## src/rtl/adcif_pkg.sv

```systemverilog
package adcif_pkg;

  typedef enum logic [1:0] {
    PM_FULL_PD = 2'b00,
    PM_FAST_PD = 2'b01,
    PM_INT_CLK = 2'b10,
    PM_EXT_CLK = 2'b11
  } pmode_e;

  typedef struct packed {
    logic [3:0] mux;
    logic       unipolar;
    pmode_e     pmode;
  } cfg_t;

  typedef enum logic [1:0] {
    PS_HUNT,
    PS_BYTE,
    PS_ENDACQ,
    PS_TAIL
  } pstate_e;

endpackage

```

## src/rtl/adcif_sync.sv

```systemverilog
module adcif_sync #(
  parameter int             N       = 3,
  parameter logic [N-1:0]   RST_VAL = '0
) (
  input  logic         clk,
  input  logic         rst,
  input  logic [N-1:0] d,
  output logic [N-1:0] lvl,
  output logic [N-1:0] rise,
  output logic [N-1:0] fall
);

  for (genvar i = 0; i < N; i++) begin : g_bit
    logic s1, s2, pv;
    always_ff @(posedge clk) begin
      if (rst) begin
        s1 <= RST_VAL[i];
        s2 <= RST_VAL[i];
        pv <= RST_VAL[i];
      end else begin
        s1 <= d[i];
        s2 <= s1;
        pv <= s2;
      end
    end
    assign lvl[i]  = s2;
    assign rise[i] = s2 & ~pv;
    assign fall[i] = ~s2 & pv;
  end

endmodule

```

## src/rtl/adcif_parser.sv

```systemverilog
module adcif_parser
  import adcif_pkg::*;
#(
  parameter int BYTE_BITS  = 8,
  parameter int FRAME_CLKS = 24,
  parameter int ACQ_BIT    = 6
) (
  input  logic clk,
  input  logic rst,
  input  logic cs_hi,
  input  logic sck_rise,
  input  logic sck_fall,
  input  logic din_s,
  input  logic busy,
  output cfg_t cfg,
  output logic acquire,
  output logic conv_pulse,
  output logic ext_load
);

  localparam int CW = $clog2(FRAME_CLKS + 1);
  localparam int SW = BYTE_BITS - 1;

  pstate_e       state;
  logic [CW-1:0] cnt;
  logic [CW-1:0] cnt_nxt;
  logic [SW-1:0] sh;
  logic [SW-1:0] word;
  logic          need_load;

  assign cnt_nxt = cnt + CW'(1);
  assign word    = {sh[SW-2:0], din_s};
  assign ext_load = (state == PS_TAIL) && need_load && sck_fall && !cs_hi;

  always_ff @(posedge clk) begin
    conv_pulse <= 1'b0;
    if (rst) begin
      state     <= PS_HUNT;
      cnt       <= '0;
      sh        <= '0;
      need_load <= 1'b0;
      acquire   <= 1'b0;
      cfg       <= '{mux: 4'd0, unipolar: 1'b0, pmode: PM_FULL_PD};
    end else if (cs_hi) begin
      state     <= PS_HUNT;
      cnt       <= '0;
      need_load <= 1'b0;
      acquire   <= 1'b0;
    end else begin
      unique case (state)
        PS_HUNT: begin
          if (sck_rise && din_s && !busy) begin
            state <= PS_BYTE;
            cnt   <= CW'(1);
            sh    <= '0;
          end
        end
        PS_BYTE: begin
          if (sck_rise) begin
            sh  <= word;
            cnt <= cnt_nxt;
            if (cnt_nxt == CW'(ACQ_BIT)) acquire <= 1'b1;
            if (cnt_nxt == CW'(BYTE_BITS)) begin
              cfg.mux      <= {word[2], word[6:4]};
              cfg.unipolar <= word[3];
              cfg.pmode    <= pmode_e'(word[1:0]);
              state        <= PS_ENDACQ;
            end
          end
        end
        PS_ENDACQ: begin
          if (sck_fall) begin
            acquire <= 1'b0;
            if (cfg.pmode[1]) conv_pulse <= 1'b1;
            if (cfg.pmode == PM_EXT_CLK) begin
              state     <= PS_TAIL;
              need_load <= 1'b1;
            end else begin
              state <= PS_HUNT;
            end
          end
        end
        PS_TAIL: begin
          if (sck_fall && need_load) need_load <= 1'b0;
          if (sck_rise) begin
            cnt <= cnt_nxt;
            if (cnt_nxt == CW'(FRAME_CLKS)) state <= PS_HUNT;
          end
        end
        default: state <= PS_HUNT;
      endcase
    end
  end

endmodule

```

## src/rtl/adcif_shifter.sv

```systemverilog
module adcif_shifter #(
  parameter int W = 12
) (
  input  logic         clk,
  input  logic         rst,
  input  logic         clr,
  input  logic         ld_int,
  input  logic         ld_ext,
  input  logic         shift,
  input  logic [W-1:0] val,
  output logic         dout
);

  localparam int RW = $clog2(W + 1);

  logic [W-1:0]  data;
  logic [RW-1:0] remain;

  always_ff @(posedge clk) begin
    if (rst || clr) begin
      data   <= '0;
      remain <= '0;
      dout   <= 1'b0;
    end else if (ld_ext) begin
      dout   <= val[W-1];
      data   <= {val[W-2:0], 1'b0};
      remain <= RW'(W - 1);
    end else if (ld_int) begin
      data   <= val;
      remain <= RW'(W);
    end else if (shift) begin
      if (remain != '0) begin
        dout   <= data[W-1];
        data   <= {data[W-2:0], 1'b0};
        remain <= remain - RW'(1);
      end else begin
        dout <= 1'b0;
      end
    end
  end

endmodule

```

## src/rtl/adc_serial_front.sv

```systemverilog
module adc_serial_front
  import adcif_pkg::*;
#(
  parameter int RES_W      = 12,
  parameter int BYTE_BITS  = 8,
  parameter int FRAME_CLKS = 24,
  parameter int ACQ_BIT    = 6
) (
  input  logic             clk,
  input  logic             rst,
  input  logic             cs_n,
  input  logic             sclk,
  input  logic             din,
  input  logic [RES_W-1:0] core_result,
  input  logic             core_done,
  output logic             dout,
  output logic             sstrb,
  output logic [3:0]       mux_sel,
  output logic             unipolar,
  output logic             acquire,
  output logic             convert_start,
  output logic             power_down,
  output logic             pd_fast
);

  localparam int NSIG = 3;

  logic [NSIG-1:0] raw, lvl, rise, fall;
  logic            cs_hi, sck_r, sck_f, din_s;
  logic            busy, ld_ext, ld_int;
  logic            unused_edges;
  cfg_t            cfg;
  logic [RES_W-1:0] coded;

  assign raw = {din, sclk, cs_n};

  adcif_sync #(.N(NSIG), .RST_VAL(3'b001)) u_sync (
    .clk (clk),
    .rst (rst),
    .d   (raw),
    .lvl (lvl),
    .rise(rise),
    .fall(fall)
  );

  assign cs_hi = lvl[0];
  assign sck_r = rise[1];
  assign sck_f = fall[1];
  assign din_s = lvl[2];
  assign unused_edges = ^{rise[0], rise[2], fall[0], fall[2], lvl[1]};

  adcif_parser #(
    .BYTE_BITS (BYTE_BITS),
    .FRAME_CLKS(FRAME_CLKS),
    .ACQ_BIT   (ACQ_BIT)
  ) u_parser (
    .clk       (clk),
    .rst       (rst),
    .cs_hi     (cs_hi),
    .sck_rise  (sck_r),
    .sck_fall  (sck_f),
    .din_s     (din_s),
    .busy      (busy),
    .cfg       (cfg),
    .acquire   (acquire),
    .conv_pulse(convert_start),
    .ext_load  (ld_ext)
  );

  always_ff @(posedge clk) begin
    if (rst) begin
      busy  <= 1'b0;
      sstrb <= 1'b1;
    end else if (convert_start && cfg.pmode == PM_INT_CLK) begin
      busy  <= 1'b1;
      sstrb <= 1'b0;
    end else if (busy && core_done) begin
      busy  <= 1'b0;
      sstrb <= 1'b1;
    end
  end

  assign ld_int = busy && core_done;
  assign coded  = cfg.unipolar ? core_result
                               : {~core_result[RES_W-1], core_result[RES_W-2:0]};

  adcif_shifter #(.W(RES_W)) u_shift (
    .clk   (clk),
    .rst   (rst),
    .clr   (cs_hi),
    .ld_int(ld_int),
    .ld_ext(ld_ext),
    .shift (sck_f),
    .val   (coded),
    .dout  (dout)
  );

  assign mux_sel    = cfg.mux;
  assign unipolar   = cfg.unipolar;
  assign power_down = ~cfg.pmode[1];
  assign pd_fast    = (cfg.pmode == PM_FAST_PD);

endmodule

```

## config.mk

```make
export PLATFORM = sky130hd
export DESIGN_NAME = adc_serial_front
export DESIGN_NICKNAME = d
export VERILOG_FILES = /design/src/rtl/adcif_pkg.sv /design/src/rtl/adcif_sync.sv /design/src/rtl/adcif_parser.sv /design/src/rtl/adcif_shifter.sv /design/src/rtl/adc_serial_front.sv
export SDC_FILE = /design/constraint.sdc
export NUM_CORES = 1
export LEC_CHECK = 0
export ABC_CLOCK_PERIOD_IN_PS = 2300
export BUFFER_PORTS_ARGS = -buffer_cell sky130_fd_sc_hd__buf_4
export CORE_ASPECT_RATIO = 0.6
export CORE_UTILIZATION = 45
export CTS_CLUSTER_SIZE = 25
export DETAILED_ROUTE_END_ITERATION = 7
export SYNTH_ARGS = -nofsm -noshare
export SYNTH_HDL_FRONTEND = slang
export SYNTH_SLANG_ARGS = --single-unit
```

## constraint.sdc

```tcl
create_clock -name clk -period 2.3 [get_ports clk]
set_input_delay 0.69 -clock clk [delete_from_list [all_inputs] [get_ports clk]]
set_output_delay 0.69 -clock clk [all_outputs]
set_load 0.01 [all_outputs]
```

; Word-level counts from Yosys, hierarchy flattened
; Cells that the tools add are included.
[totals]
register_bits = 49
output_inout_bits = 11
inputBits = 18
[op_classes]
reduce_logical = 36
mux = 40
eq_ne = 20
add_sub_neg = 2
bitwise = 9
[op_table]
columns = cell, n
row1 = $mux W12, 5
row2 = $mux W4, 4
row3 = $ne A2 B1 Y1 const B, 8
row4 = $reduce_and A4 Y1, 4
row5 = $reduce_bool A2 Y1, 8
row6 = $mux W1, 15
row7 = $mux W2, 7
row8 = $mux W6, 2
row9 = $pmux W6 S2, 1
row10 = $mux W5, 2
row11 = $pmux W5 S2, 1
row12 = $eq A2 B2 Y1 const B, 4
row13 = $logic_and A1 B1 Y1, 8
row14 = $pmux W2 S4, 1
row15 = $not A1 Y1, 7
row16 = $ne A2 B2 Y1 const B, 3
row17 = $reduce_and A2 Y1, 3
row18 = $reduce_and A6 Y1, 1
row19 = $reduce_bool A3 Y1, 2
row20 = $reduce_or A2 Y1, 3
row21 = $add A5 B1 Y5 const B, 1
row22 = $eq A5 B3 Y1 const B, 1
row23 = $eq A5 B4 Y1 const B, 1
row24 = $eq A5 B5 Y1 const B, 1
row25 = 10 further kinds, 14

; Logic depth before layout (Yosys ltp)
[depth]
ltp_word = 6
ltp_mapped = 8

; Hierarchy
; Synthesis repeated with hierarchy kept, for this count alone.
[unflattened]
cells_unflattened = 280
hier_area_um2 = 2546.2
[modules_own_cells]
columns = module, seq_area_each_um2, area_each_um2, cells_each, n_inst
row1 = adcif_parser, 460.4, 1096.1, 125, 1
row2 = adcif_shifter, 340.3, 1053.5, 117, 1
row3 = adcif_sync, 180.2, 296.5, 27, 1
row4 = adc_serial_front, 40.0, 100.1, 11, 1

; Least setup slack after synthesis
; OpenSTA, ideal clock, no wires.
[synth_timing]
path_kind = flip-flop to flip-flop
start = register u_shift.remain[0]
end = register u_shift.data[10]
path_stages_with_launch = 9
arrival_time_ns = 1.712
setup_ns = 0.067
path_slack_ns = 0.520
synth_period_minus_slack_ns = 1.780
path_cell_list = dfxtp_1 > inv_1 > ha_1 > or3b_2 > nand2_1 > buf_2 > buf_4 > nand3_1 > a21oi_2
[synth_via]
elab_chain_len = 3
[synth_lines]
columns = element, line_no
row1 = "start, declared", adcif_shifter.sv:17  ; logic [RW-1:0] remain;
row2 = "start signal, assigned", adcif_shifter.sv:27  ; remain <= RW'(W - 1);
row3 = "start signal, assigned", adcif_shifter.sv:30  ; remain <= RW'(W);
row4 = "start signal, assigned", adcif_shifter.sv:35  ; remain <= remain - RW'(1);
row5 = $reduce_bool A4 Y1, adcif_shifter.sv:32  ; if (remain != '0) begin
row6 = $reduce_bool A3 Y1 (no line), n/a
row7 = $reduce_and A2 Y1 (no line), n/a
row8 = "end signal, assigned", adcif_shifter.sv:26  ; data <= {val[W-2:0], 1'b0};
row9 = "end signal, assigned", adcif_shifter.sv:29  ; data <= val;
row10 = "end signal, assigned", adcif_shifter.sv:34  ; data <= {data[W-2:0], 1'b0};
row11 = "end, declared", adcif_shifter.sv:16  ; logic [W-1:0] data;
; No other way between the ends.
; A chain may end at the register's enable or synchronous reset.

; Worst setup path in the final report
[layout_timing]
start = register u_parser.state[1]
end = register u_shift.data[6]
[layout_via]
elab_chain_len = 6
[layout_lines]
columns = element, line_no
row1 = "start, declared", adcif_parser.sv:24  ; pstate_e state;
row2 = "start signal, assigned", adcif_parser.sv:38  ; state <= PS_HUNT;
row3 = "start signal, assigned", adcif_parser.sv:45  ; state <= PS_HUNT;
row4 = "start signal, assigned", adcif_parser.sv:53  ; state <= PS_BYTE;
row5 = $eq A2 B2 Y1 (*), adcif_parser.sv:33  ; assign ext_load = (state == PS_TAIL) && need_load && sck_fall && !cs_hi;
row6 = $logic_and A1 B1 Y1 (*) (3 in series), adcif_parser.sv:33
row7 = $reduce_bool A3 Y1 (no line), n/a
row8 = $reduce_and A2 Y1 (no line), n/a
; Mark *: on every way between the ends. The rest lies on a longest branch, timed or not.

==> metrics.txt <==
# TYPE chip_impl_metric gauge
chip_impl_metric{name="cpPeakStageDelay",unit="ns"} 0.60
chip_impl_info{name="cpMaxStageDelayCell",value="or3_1"} 1
chip_impl_metric{name="power.ir.vdd_worst",unit="V"} 0.0002498
chip_impl_info{name="status",value="finished, final reports clean"} 1
chip_impl_metric{name="place_congestion",unit=""} 0.8014
chip_impl_metric{name="fp.dieArea",unit="um2"} 5896
chip_impl_metric{name="asyncSetResetFlopFracSynth",unit=""} 0
chip_impl_metric{name="detail-route-antenna-nets",unit=""} 0
chip_impl_metric{name="detail_route.vias_per_cell",unit=""} 5.486
chip_impl_info{name="critical_path.endpoint_type",value="flop"} 1
chip_impl_metric{name="p_leak",unit="nW"} 1.018
chip_impl_metric{name="first_global_vias",unit=""} 1806
chip_impl_metric{name="yosys_cell_types",unit=""} 46
chip_impl_info{name="clock_tree.root_cell",value="clkbuf_8"} 1
chip_impl_metric{name="pwr-share-seq",unit=""} 0.582
chip_impl_metric{name="finalSetupViolations",unit=""} 0
chip_impl_metric{name="antennaDiodeCount",unit=""} 0
chip_impl_metric{name="initial_core_utilization",unit=""} 0.4827
chip_impl_metric{name="syn-cell-area",unit="um2"} 2512
chip_impl_metric{name="cts_max_path_buffers",unit=""} 2
chip_impl_metric{name="nNetsFinal",unit=""} 324
chip_impl_metric{name="synth_edf_count",unit=""} 0
chip_impl_metric{name="route.detailed.drc",unit=""} 0
chip_impl_info{name="path_category_of_the_worst_min_delay_check",value="reg -> reg"} 1
chip_impl_metric{name="wire_per_inst",unit="um"} 15.11
chip_impl_metric{name="share_of_cells_above_drive_strength_1",unit=""} 0.1809
chip_impl_metric{name="postPlaceCellArea",unit="um2"} 2760
chip_impl_metric{name="grt_overflow_total",unit=""} 0
chip_impl_metric{name="synthesized_instance_count",unit=""} 281
chip_impl_metric{name="placement.io_buffers",unit=""} 28
chip_impl_metric{name="crit_arrival",unit="ns"} 2.20
chip_impl_metric{name="finalSetupTns",unit="ns"} 0
chip_impl_metric{name="timing.slew.headroom",unit=""} 0.5728
chip_impl_metric{name="synthesis.area_per_instance",unit="um2"} 8.941
chip_impl_metric{name="core_region_area",unit="um2"} 5205
chip_impl_metric{name="finalInstanceArea",unit="um2"} 2858
chip_impl_metric{name="switchingPower",unit="mW"} 0.3615
chip_impl_metric{name="number_of_warning_messages_in_the_yosys_log",unit=""} 0
chip_impl_metric{name="pin_count",unit=""} 29
chip_impl_info{name="cts_tree",value="yes"} 1
chip_impl_metric{name="internal_power_contribution",unit="mW"} 1.114
chip_impl_metric{name="drt-initial-drc-count",unit=""} 144
chip_impl_metric{name="power_frac_clock",unit=""} 0.378
chip_impl_metric{name="placementRows",unit=""} 20
chip_impl_metric{name="clock_sink_count",unit=""} 49
chip_impl_metric{name="p_sw_frac",unit=""} 0.2451
chip_impl_metric{name="track_usage",unit=""} 0.2023
chip_impl_metric{name="routed-via-count",unit=""} 2030
chip_impl_metric{name="cp_num_buf_inv",unit=""} 0
chip_impl_metric{name="synth.ff_latch_count",unit=""} 49
chip_impl_metric{name="grt_pass1_wl",unit="mm"} 9.163
chip_impl_metric{name="final_max_slew_viol_count",unit=""} 0
chip_impl_info{name="ys.flop_type",value="dfxtp_1"} 1
chip_impl_metric{name="detailedRoute.firstPassIterationCount",unit=""} 4
chip_impl_metric{name="die_height",unit="um"} 59.88
chip_impl_metric{name="drv_cap",unit=""} 0
chip_impl_metric{name="postCtsResizedCells",unit=""} 0
chip_impl_metric{name="final.min_clock_period",unit="ns"} 1.965
chip_impl_metric{name="grt_max_degree",unit=""} 32
chip_impl_metric{name="die-width",unit="um"} 98.47
chip_impl_metric{name="timing_hold_violations_final",unit=""} 0
chip_impl_metric{name="post-route-period-util",unit=""} 0.8544
chip_impl_metric{name="areaGrowthSynthToFinish",unit="%"} 13.74
chip_impl_metric{name="htree_num_levels",unit=""} 2
chip_impl_metric{name="clk-insertion-delay-late",unit="ns"} 0.31
chip_impl_metric{name="crit_required",unit="ns"} 2.54
chip_impl_metric{name="cts.hold.buffers_added",unit=""} 0
chip_impl_metric{name="actual_transition_at_the_worst_max_transition_pin",unit="ns"} 0.6342
chip_impl_metric{name="routed_wirelength",unit="mm"} 5.590
chip_impl_metric{name="post-cts-setup-buffer-count",unit=""} 0
chip_impl_metric{name="cts.clk_slew.worst_paths",unit="ns"} 0.10
chip_impl_metric{name="timing.clock.skew",unit="ns"} 0.006485
chip_impl_metric{name="pd_cells",unit="nW/um2"} 516.3
chip_impl_metric{name="cts_made_buffers",unit=""} 5
chip_impl_metric{name="timing.critical_path.fanout_max",unit=""} 15
chip_impl_info{name="unrepaired_setup_endpoints_after_global_routing",value="no"} 1
chip_impl_metric{name="yosysSeqAreaShare",unit=""} 0.3904
chip_impl_metric{name="antenna_found_initial",unit=""} 0
chip_impl_metric{name="dp_hpwl",unit="mm"} 3.913
chip_impl_info{name="cp_cell_sequence",value="nand4b_1 > or3_1 > a221o_1 > a21oi_1"} 1
chip_impl_info{name="cp-start-kind",value="flop"} 1
chip_impl_info{name="timing.setup.critical_path_class",value="reg -> reg"} 1
chip_impl_metric{name="share_comb_of_total_power",unit=""} 0.041
chip_impl_info{name="critical_path.top_delay_family",value="simple AND/OR/NAND/NOR gates"} 1
chip_impl_metric{name="syn_nets",unit=""} 302
chip_impl_metric{name="maxClockFrequency",unit="GHz"} 0.5089
==> synth_stat cells (5+ instances only) <==
| library cell | number | area [um2] |
|---|---|---|
| buf_2 | 6 | 30.03 |
| a21oi_1 | 17 | 85.08 |
| o21ai_0 | 9 | 45.04 |
| nor2_1 | 18 | 67.56 |
| nand3_1 | 14 | 70.07 |
| clkbuf_1 | 8 | 30.03 |
| nor3_1 | 14 | 70.07 |
| and2_1 | 7 | 43.79 |
| buf_4 | 5 | 37.54 |
| a221o_1 | 10 | 100.1 |
| inv_1 | 5 | 18.77 |
| nor2b_1 | 9 | 56.30 |
| dfxtp_1 | 49 | 980.9 |
| nand2_1 | 8 | 30.03 |
| mux2i_1 | 25 | 250.2 |
| nand2b_1 | 20 | 125.1 |
==> kinds of logic after synthesis <==
logic type | synth area share
compound gates | 0.1584
flops | 0.3904
simple gates | 0.2595
fa+ha+maj | 0.01494
xor+xnor | 0.01395
mux | 0.09960
buf+inv | 0.06325
==> flip-flops by register name, summed over array words and instances (netlist names), 2 cells and up <==
name	count
u_shift.remain	4
u_parser.cnt	5
u_sync.g_bit.s1	3
u_parser.sh	6
u_sync.g_bit.s2	3
u_parser.cfg	7
u_parser.state	2
u_shift.data	12
==> cell usage in the layout, fill, tap and decap left out, types with 2 or more instances in the layout <==
| master | n |
|---|---|
| nand2_1 | 8 |
| and2_1 | 7 |
| o211ai_1 | 4 |
| nand3_1 | 14 |
| or3_1 | 2 |
| a221o_1 | 10 |
| nand3b_1 | 4 |
| nand4b_1 | 3 |
| a21oi_1 | 17 |
| nor3_1 | 14 |
| o21ai_0 | 9 |
| a21oi_2 | 2 |
| xor2_1 | 3 |
| a21o_1 | 2 |
| clkbuf_8 | 5 |
| or2_2 | 3 |
| buf_4 | 38 |
| nor2_1 | 18 |
| mux2i_1 | 25 |
| ha_1 | 3 |
| nand2b_1 | 20 |
| o21a_1 | 2 |
| nor3b_1 | 2 |
| dfxtp_1 | 49 |
| nor4_1 | 3 |
| nor2b_1 | 9 |
| a31oi_1 | 4 |
| inv_1 | 5 |
| and3_1 | 2 |
==> stage by stage <==
stage	total power, mW	instances	setup slack [ns]	hold slack (ns)	util
finish	1.475	370	0.3348	0.4256	0.5490
global route	1.528	370	0.2375	0.4526	0.5490
CTS	1.491	370	0.3383	0.4246	0.5490
detailed placement	0.9373	362	0.3754	0.4012	0.5303
global placement	0.9374	362	0.4589	0.3930	0.5303
floorplan	0.9030	281	0.5202	0.3895	-
==> layout make-up <==
| cell class | count | area, um2 |
|---|---|---|
| flip-flops and latches | 49 | 980.9 |
| clock inverters | 3 | 28.78 |
| clock buffers | 5 | 68.82 |
| well taps | 66 | 82.58 |
| repair buffers | 39 | 305.3 |
| fillers | 498 | 2347 |
| inverters | 5 | 18.77 |
| multi-input cells | 203 | 1373 |
==> worst paths after layout <==
path	to	cells past startpoint	slack (ns)	start
setup / recovery	u_shift.data[6]	4	0.33	u_parser.state[1]
hold / removal	u_sync.g_bit[0].s2	1	0.43	u_sync.g_bit[0].s1
setup reg to reg	u_shift.data[6]	4	0.33	u_parser.state[1]
hold reg to reg	u_sync.g_bit[0].s2	1	0.43	u_sync.g_bit[0].s1
==> worst register-to-register path, delay by kind of cell (launching register included) <==
family | cells | cell delay, ns
flops | 1 | 0.52
simple gates | 2 | 0.80
compound gates | 2 | 0.58
==> power by group through the flow <==
stage	Sequential (mW)	Clock [mW]	Combinational [mW]
2_1_floorplan	0.876	0	0.0272
3_3_place_gp	0.878	0	0.0598
3_5_place_dp	0.878	0	0.0597
4_1_cts	0.858	0.573	0.0600
5_1_grt	0.859	0.604	0.0644
6_report	0.858	0.557	0.0598
==> metal layers <==
metal / vias up / global-route usage / wire length [um]
met5: - / 0 / 0
met4: 0 / 0.06397 / 50
met3: 4 / 0.04327 / 180
met2: 31 / 0.2716 / 2091
met1: 949 / 0.3140 / 3268
li1: 1046 / - / -
No activity file was read; power rests on OpenSTA's default activity.
